File: src/rtl/odd_lut_mult_pkg.sv
package odd_lut_mult_pkg;
    localparam int unsigned IN_W   = 4;
    localparam int unsigned ADDR_W = IN_W - 1;
    localparam int unsigned SH_W   = 2;
    localparam int unsigned DEPTH  = 1 << ADDR_W;
endpackage

File: src/rtl/odd_lut_ctrl.sv
module odd_lut_ctrl
    import odd_lut_mult_pkg::*;
(
    input  logic [IN_W-1:0] x,
    output logic [SH_W-1:0] shamt,
    output logic            clear
);
    // shift amount = number of trailing zeros (3 when x is 0 or 8)
    always_comb begin
        casez (x)
            4'b???1: shamt = 2'd0;
            4'b??10: shamt = 2'd1;
            4'b?100: shamt = 2'd2;
            default: shamt = 2'd3;
        endcase
    end

    assign clear = ~|x;
endmodule

File: src/rtl/odd_lut_encoder.sv
module odd_lut_encoder
    import odd_lut_mult_pkg::*;
(
    input  logic [IN_W-1:0]   x,
    input  logic [SH_W-1:0]   shamt,
    output logic [ADDR_W-1:0] addr
);
    logic [IN_W-1:0] odd_part;

    assign odd_part = x >> shamt;
    // address = (odd_part - 1) / 2
    assign addr     = odd_part[IN_W-1:1];
endmodule

File: src/rtl/odd_lut_table.sv
module odd_lut_table
    import odd_lut_mult_pkg::*;
#(
    parameter int unsigned W    = 8,
    parameter int unsigned COEF = 181,
    localparam int unsigned PW  = W + IN_W
) (
    input  logic [ADDR_W-1:0] addr,
    output logic [PW-1:0]     word
);
    logic [PW-1:0] rows [DEPTH];

    for (genvar i = 0; i < DEPTH; i++) begin : g_row
        assign rows[i] = PW'(COEF * (2 * i + 1));
    end

    assign word = rows[addr];
endmodule

File: src/rtl/odd_lut_shifter.sv
module odd_lut_shifter
    import odd_lut_mult_pkg::*;
#(
    parameter int unsigned PW = 12
) (
    input  logic [PW-1:0]   din,
    input  logic [SH_W-1:0] shamt,
    input  logic            clear,
    output logic [PW-1:0]   dout
);
    logic [PW-1:0] stage [SH_W+1];

    assign stage[0] = din;

    for (genvar k = 0; k < SH_W; k++) begin : g_stage
        assign stage[k+1] = shamt[k] ? (stage[k] << (1 << k)) : stage[k];
    end

    // NOR row: bit survives only when clear is low
    for (genvar j = 0; j < PW; j++) begin : g_nor
        assign dout[j] = ~(~stage[SH_W][j] | clear);
    end
endmodule

File: src/rtl/odd_lut_mult.sv
module odd_lut_mult
    import odd_lut_mult_pkg::*;
#(
    parameter int unsigned W    = 8,
    parameter int unsigned COEF = 181,
    localparam int unsigned PW  = W + IN_W
) (
    input  logic            clk,
    input  logic            rst_n,
    input  logic            in_valid,
    input  logic [IN_W-1:0] x,
    output logic            out_valid,
    output logic [PW-1:0]   product
);
    logic [SH_W-1:0]   shamt;
    logic              clear;
    logic [ADDR_W-1:0] addr;
    logic [PW-1:0]     word;

    logic              v1_q;
    logic [PW-1:0]     word_q;
    logic [SH_W-1:0]   shamt_q;
    logic              clear_q;
    logic [PW-1:0]     shifted;

    odd_lut_ctrl u_ctrl (
        .x     (x),
        .shamt (shamt),
        .clear (clear)
    );

    odd_lut_encoder u_enc (
        .x     (x),
        .shamt (shamt),
        .addr  (addr)
    );

    odd_lut_table #(.W(W), .COEF(COEF)) u_table (
        .addr (addr),
        .word (word)
    );

    always_ff @(posedge clk or negedge rst_n) begin
        if (!rst_n) begin
            v1_q    <= 1'b0;
            word_q  <= '0;
            shamt_q <= '0;
            clear_q <= 1'b1;
        end else begin
            v1_q <= in_valid;
            if (in_valid) begin
                word_q  <= word;
                shamt_q <= shamt;
                clear_q <= clear;
            end
        end
    end

    odd_lut_shifter #(.PW(PW)) u_shift (
        .din   (word_q),
        .shamt (shamt_q),
        .clear (clear_q),
        .dout  (shifted)
    );

    always_ff @(posedge clk or negedge rst_n) begin
        if (!rst_n) begin
            out_valid <= 1'b0;
            product   <= '0;
        end else begin
            out_valid <= v1_q;
            if (v1_q) begin
                product <= shifted;
            end
        end
    end

    // odd factor and shift rebuild the operand
    p_decomp_r4: assert property (@(posedge clk) disable iff (!rst_n)
        (in_valid && x != '0) |-> ((IN_W'({addr, 1'b1}) << shamt) == x));

    // output strobe follows the first stage by one edge
    p_valid_latency_r2: assert property (@(posedge clk) disable iff (!rst_n)
        out_valid == $past(v1_q));

    // a cleared stage yields zero
    p_zero_out_r3: assert property (@(posedge clk) disable iff (!rst_n)
        (v1_q && clear_q) |=> (product == '0));

    // product held when no result arrives
    p_hold_r5: assert property (@(posedge clk) disable iff (!rst_n)
        !v1_q |=> $stable(product));

    // nonzero coefficient and operand never give zero
    p_nonzero_r8: assert property (@(posedge clk) disable iff (!rst_n)
        (v1_q && !clear_q && COEF != 0) |=> (product != '0));
endmodule

File: config.mk
export PLATFORM = sky130hd
export DESIGN_NAME = odd_lut_mult
export DESIGN_NICKNAME = d
export VERILOG_FILES = /design/src/rtl/odd_lut_mult_pkg.sv /design/src/rtl/odd_lut_ctrl.sv /design/src/rtl/odd_lut_encoder.sv /design/src/rtl/odd_lut_table.sv /design/src/rtl/odd_lut_shifter.sv /design/src/rtl/odd_lut_mult.sv
export SDC_FILE = /design/constraint.sdc
export NUM_CORES = 1
export LEC_CHECK = 0
export ABC_AREA = 1
export BUFFER_PORTS_ARGS = -buffer_cell sky130_fd_sc_hd__buf_4
export CORE_ASPECT_RATIO = 1.2
export CORE_UTILIZATION = 50
export DETAILED_ROUTE_END_ITERATION = 16
export PLACE_DENSITY = 0.71
export SYNTH_ARGS = -nofsm -noshare
export SYNTH_HDL_FRONTEND = slang
export SYNTH_SLANG_ARGS = --single-unit
File: constraint.sdc
create_clock -name clk -period 1.54 [get_ports clk]
set_clock_uncertainty 0.1 [all_clocks]
set_input_delay 0.231 -clock clk [delete_from_list [all_inputs] [get_ports clk]]
set_output_delay 0.231 -clock clk [all_outputs]
set_load 0.01 [all_outputs]
### Word level (Yosys, flattened, before mapping)

Memory sizes are Yosys's and may differ from the RTL's. A register that Yosys moved wholly into a read port is not among the register bits.
Index checks and enable logic that the tools add are counted.

* register bits after elaboration: 17
* memory bits (read-only): 96
* bits of input ports: 7
* output and inout bits: 13
* logic and storage cells: 52
* memories: 1

* eq/ne operators: 2
* shifts and indexed selects: 1
* muxes and demuxes: 3
* bitwise gates (word level): 37
* reduce and logical (&&, ||, !) cells: 3

Memory list
* (no name shown): words 8, bits a word 12, read ports 1, clocked after memory_dff 1, wr ports 0, line odd_lut_table.sv:17 `assign word = rows[addr];`

Operator list (number)
* 12-bit 2-to-1 mux: 2
* 1-bit inverter: 24
* 1-bit bitwise OR: 12
* 2-bit case mux with 3 select lines: 1
* 3-bit inverter with 4-bit output: 1
* 4-bit OR reduction: 1
* 4-bit by 2-bit >> shifter with 4-bit output: 1
* 3-bit == test (second input constant): 1
* 2-bit == test (second input constant): 1
* 1-bit zero test: 2

### Depth between registers and ports, before layout

* word-level depth: 5
* mapped depth: 9
* mapped depth without buffers: 9

### Cells and area by module

From an unflattened synthesis, not the netlist that was laid out.

* cell total of the unflattened synthesis: 275
* area, all modules: 1835.5 sq um

Modules (own cells, without submodules)
* odd_lut_mult: instances 1, cells each 117, area an instance 1117.3 sq um, seq. area each 726.9 sq um
* odd_lut_shifter: instances 1, cells each 98, area an instance 420.4 sq um, seq. area each 0.0 sq um
* odd_lut_table: instances 1, cells each 37, area an instance 201.4 sq um, seq. area each 0.0 sq um
* odd_lut_encoder: instances 1, cells each 14, area an instance 56.3 sq um, seq. area each 0.0 sq um
* odd_lut_ctrl: instances 1, cells each 9, area an instance 40.0 sq um, seq. area each 0.0 sq um

### Worst setup path after synthesis

OpenSTA, ideal clock, no wires.

* path type: input -> register
* start point: in x[3]
* end point: reg word_q[3]
* setup time: 0.116 ns
* arrival: 1.016 ns
* required time: 1.324 ns
* path slack: 0.308 ns
* cell stages on the path: 9
* path buffers: 0
* path through: inv_2 -> o21ai_1 -> nand2_1 -> ha_1 -> inv_1 -> nand2_2 -> nand2_1 -> nand2_1 -> nand2_1

* cells in the longest elaborated chain, start to end: 2

RTL lines
* from (decl): line odd_lut_mult.sv:11 `input logic [IN_W-1:0] x,`
* 4-bit by 2-bit >> shifter with 4-bit output: line odd_lut_encoder.sv:10 `assign odd_part = x >> shamt;`
* 3-bit inverter with 4-bit output (not written as such): line odd_lut_table.sv:17
* to (decl): line odd_lut_mult.sv:21 `logic [PW-1:0] word_q;`

No other way between the ends.
A chain may end at the register's enable or synchronous reset.

### Final worst setup path

* start point: reg clear_q
* end point: reg product[10]

* cells in the longest elaborated chain, start to end: 2

RTL lines
* from (decl): line odd_lut_mult.sv:23 `logic clear_q;`
* from (signal assigned): line odd_lut_mult.sv:54 `clear_q <= clear;`
* 1-bit bitwise OR: line odd_lut_shifter.sv:21 `assign dout[j] = ~(~stage[SH_W][j] | clear);`
* 1-bit inverter: line odd_lut_shifter.sv:21
* to (signal assigned): line odd_lut_mult.sv:73 `product <= shifted;`
* to (decl): line odd_lut_mult.sv:13 `output logic [PW-1:0] product`

No other way between the ends.

==> reports/qor.csv <==
metric;value;unit
outcome;finished, final reports clean;
min Tclk post-route;1.298;ns
final setup fails;0;
Hold WC Path Type;input pin to flip-flop;
cells resized by post-CTS repair;0;
Largest stage delay, worst path;0.54;ns
die span in x;51.27;um
global-route wire length before repair;4850;um
port bufs;19;
RSZ-0062 raised after global routing;false;
Final period util;0.8429;
main combinational cell family by area after synthesis;simple AND/OR/NAND/NOR gates;
routed length per instance;11.63;um
CP bufs+invs;2;
adder-cell share of the synthesized area;0.03436;
Arrival @ worst endpoint;1.41;ns
Most common cell on crit path;inv_1;
setup ws final;0.2419;ns
critical path type;flip-flop to flip-flop;
Cell Rows;21;
CP required;1.65;ns
placer congestion estimate;0.8944;
largest net degree at the start of global routing;29;
Critical-path top delay cell;dfstp_2;
actual slew at the worst max-slew pin;0.3397;ns
core area;2785;um^2
CTS tree;done;
count of cell types in the netlist;25;
Post-Syn Nets;186;
endpoint type of the worst setup path;flip-flop;
Seq/Total Area, Yosys;0.4820;
hpwl dp;2096;um
final WL;2676;um
gr usage total;0.2057;
Worst-Skew Late Latency;0.32;ns
P per Cell Area;1011;nW/um^2
syn avg cell area;8.322;um^2
setup TNS;0;ns
Final Hold Fails;0;
Simple-Gate Fraction of Synth Area;0.2500;
Crit Path Max Fanout;6;
Peak Freq;0.7704;GHz
crit path launch type;flip-flop;
Die Span Y;61.12;um
crit-path cells;inv_1 -> nand2_1 -> nor2_4 -> inv_1 -> o211ai_1;
Max Cap Viol;0;
Final Cell Area;1675;um^2
initial antenna violation count;0;
DRC;0;
compound-gate portion of the synthesized area;0.1538;
Placed Instance Area;1619;um^2
setup slack at placement;0.04410;ns
cell leakage power;0.8356;nW
Mapped Cells;175;
Die ar.;3133;um^2
DRT Pass-1 Iters;4;
Top Family by Delay on Critical Path;flip-flops;
# clock sinks;28;
Clock Tree Buf Depth;2;
Ant. Diodes;0;
clock buffer count from CTS;3;
starting density of the core;0.5229;
max_slew headroom;0.7735;
YS warnings;0;
Worst IR Drop VDD;591.7;uV
root buffer cell;clkbuf_4;
via count;1169;
H-tree levels;1;
global route overflow;0;
Worst-path clk slew;0.14;ns
Core Util, Final;0.6015;
vias in the first global route;1165;
final slew viol count;0;
vias per inst;5.083;
number of top-level pins;20;
multiplexer share of the synthesized area;0;
Netlist Area Pre-Place;1456;um^2
Nets;208;
flops & latches, synth;28;
layout cells sized above 1;0.1837;
Post-Synth XOR/XNOR Area;0;
antenna viol nets, final;0;
synth-to-layout area growth;15.03;%
iteration-0 DRC count of the detailed router;19;
==> worst min-delay path: stages <==
cell     delay (ns)
buf_4          0.09
nor2_1         0.04
inv_1          0.06
o22ai_1        0.08
==> placed cells by master (no fill, tap or decap), types with 2 or more instances in the layout <==
cell type / instances
inv_1: 21
buf_4: 20
dlygate4sd3_1: 2
o21ai_0: 12
nand3_1: 12
nor2_4: 2
inv_2: 2
o22ai_1: 3
o21ai_1: 4
o211ai_1: 10
a21oi_1: 3
ha_1: 4
dfrtp_1: 27
or2_2: 2
nand2_1: 59
clkbuf_4: 3
==> sequential cells by signal (all words and copies together), names as in the netlist <==
register,count
product,12
v1_q,1
out_valid,1
word_q,11
shamt_q,2
clear_q,1
==> logic make-up (layout without fill, tap and decap cells) <==
family | count (synthesis) | in the layout
and+or+nand+nor | 80 | 80
buffers and inverters | 28 | 49
AOI/OAI and AO/OA | 35 | 35
adders and majority gates | 4 | 4
DFF | 28 | 28
==> routing by layer <==
layer / global-route usage / vias to the layer above / wire, um
met4: 0.1042 / 0 / 58
met1: 0.2331 / 530 / 1153
met3: 0.01481 / 5 / 70
met5: 0 / - / 0
li1: - / 608 / -
met2: 0.3910 / 26 / 1393
==> timing repair <==
| item | in CTS | in global routing |
|---|---|---|
| buffers inserted | 0 | 0 |
| hold endpoints to repair | 28 | 1 |
| hold buffers | 1 | 1 |
==> area by class of cell <==
cell class                      instances  area (um^2)
Multi-Input combinational cell        119        638.1
Sequential cell                        28        701.9
Fill cell                             264         1110
Timing Repair Buffer                   22        170.2
Tap cell                               34        42.54
Inverter                               23        86.33
Clock buffer                            4        36.28
==> path summary, 6_finish.rpt <==
check	cells after the start	start	slack, ns	to
max in group asynchronous	2	rst_n	0.81	clear_q$_DFFE_PN1P_
setup / recovery	5	clear_q$_DFFE_PN1P_	0.24	product[10]$_DFFE_PN0P_
min in group asynchronous	2	rst_n	0.23	product[0]$_DFFE_PN0P_
setup reg to reg	5	clear_q$_DFFE_PN1P_	0.24	product[10]$_DFFE_PN0P_
hold reg to reg	0	v1_q$_DFF_PN0_	0.32	out_valid$_DFF_PN0_
hold / removal	4	x[2]	0.07	clear_q$_DFFE_PN1P_
==> Yosys cell counts (all sizes together) <==
cell	count	area [um^2]
nand2	61	239.0
dfrtp	27	675.7
inv	23	86.34
o21ai	16	80.08
nand3	12	60.06
o211ai	10	75.07
nor2	5	52.55
buf	4	26.27
ha	4	50.05
a21oi	3	15.01
o22ai	3	18.77
or2	2	12.51
a22o	1	8.760
clkbuf	1	3.750
dfstp	1	26.28
o21a	1	7.510
o21bai	1	18.77
==> metrics by stage <==
step,power (W),cells,hold WS (ns)
finish,0.001693,230,0.07043
global route,0.001813,230,0.09135
CTS,0.001710,229,0.0007855
detailed placement,0.001363,224,0.06237
global placement,0.001351,224,0.05624
floorplan,0.001179,175,-0.1646
==> power by group <==
group | internal (W) | leakage, nW | switching [W] | total [W]
Clock | 0.000145 | 0.0210 | 0.000201 | 0.000346
Combinational | 0.000199 | 0.474 | 0.000250 | 0.000449
Sequential | 0.000837 | 0.341 | 0.0000616 | 0.000899
Total | 0.00118 | 0.836 | 0.000513 | 0.00169
Power figures use the tool's default switching activity.
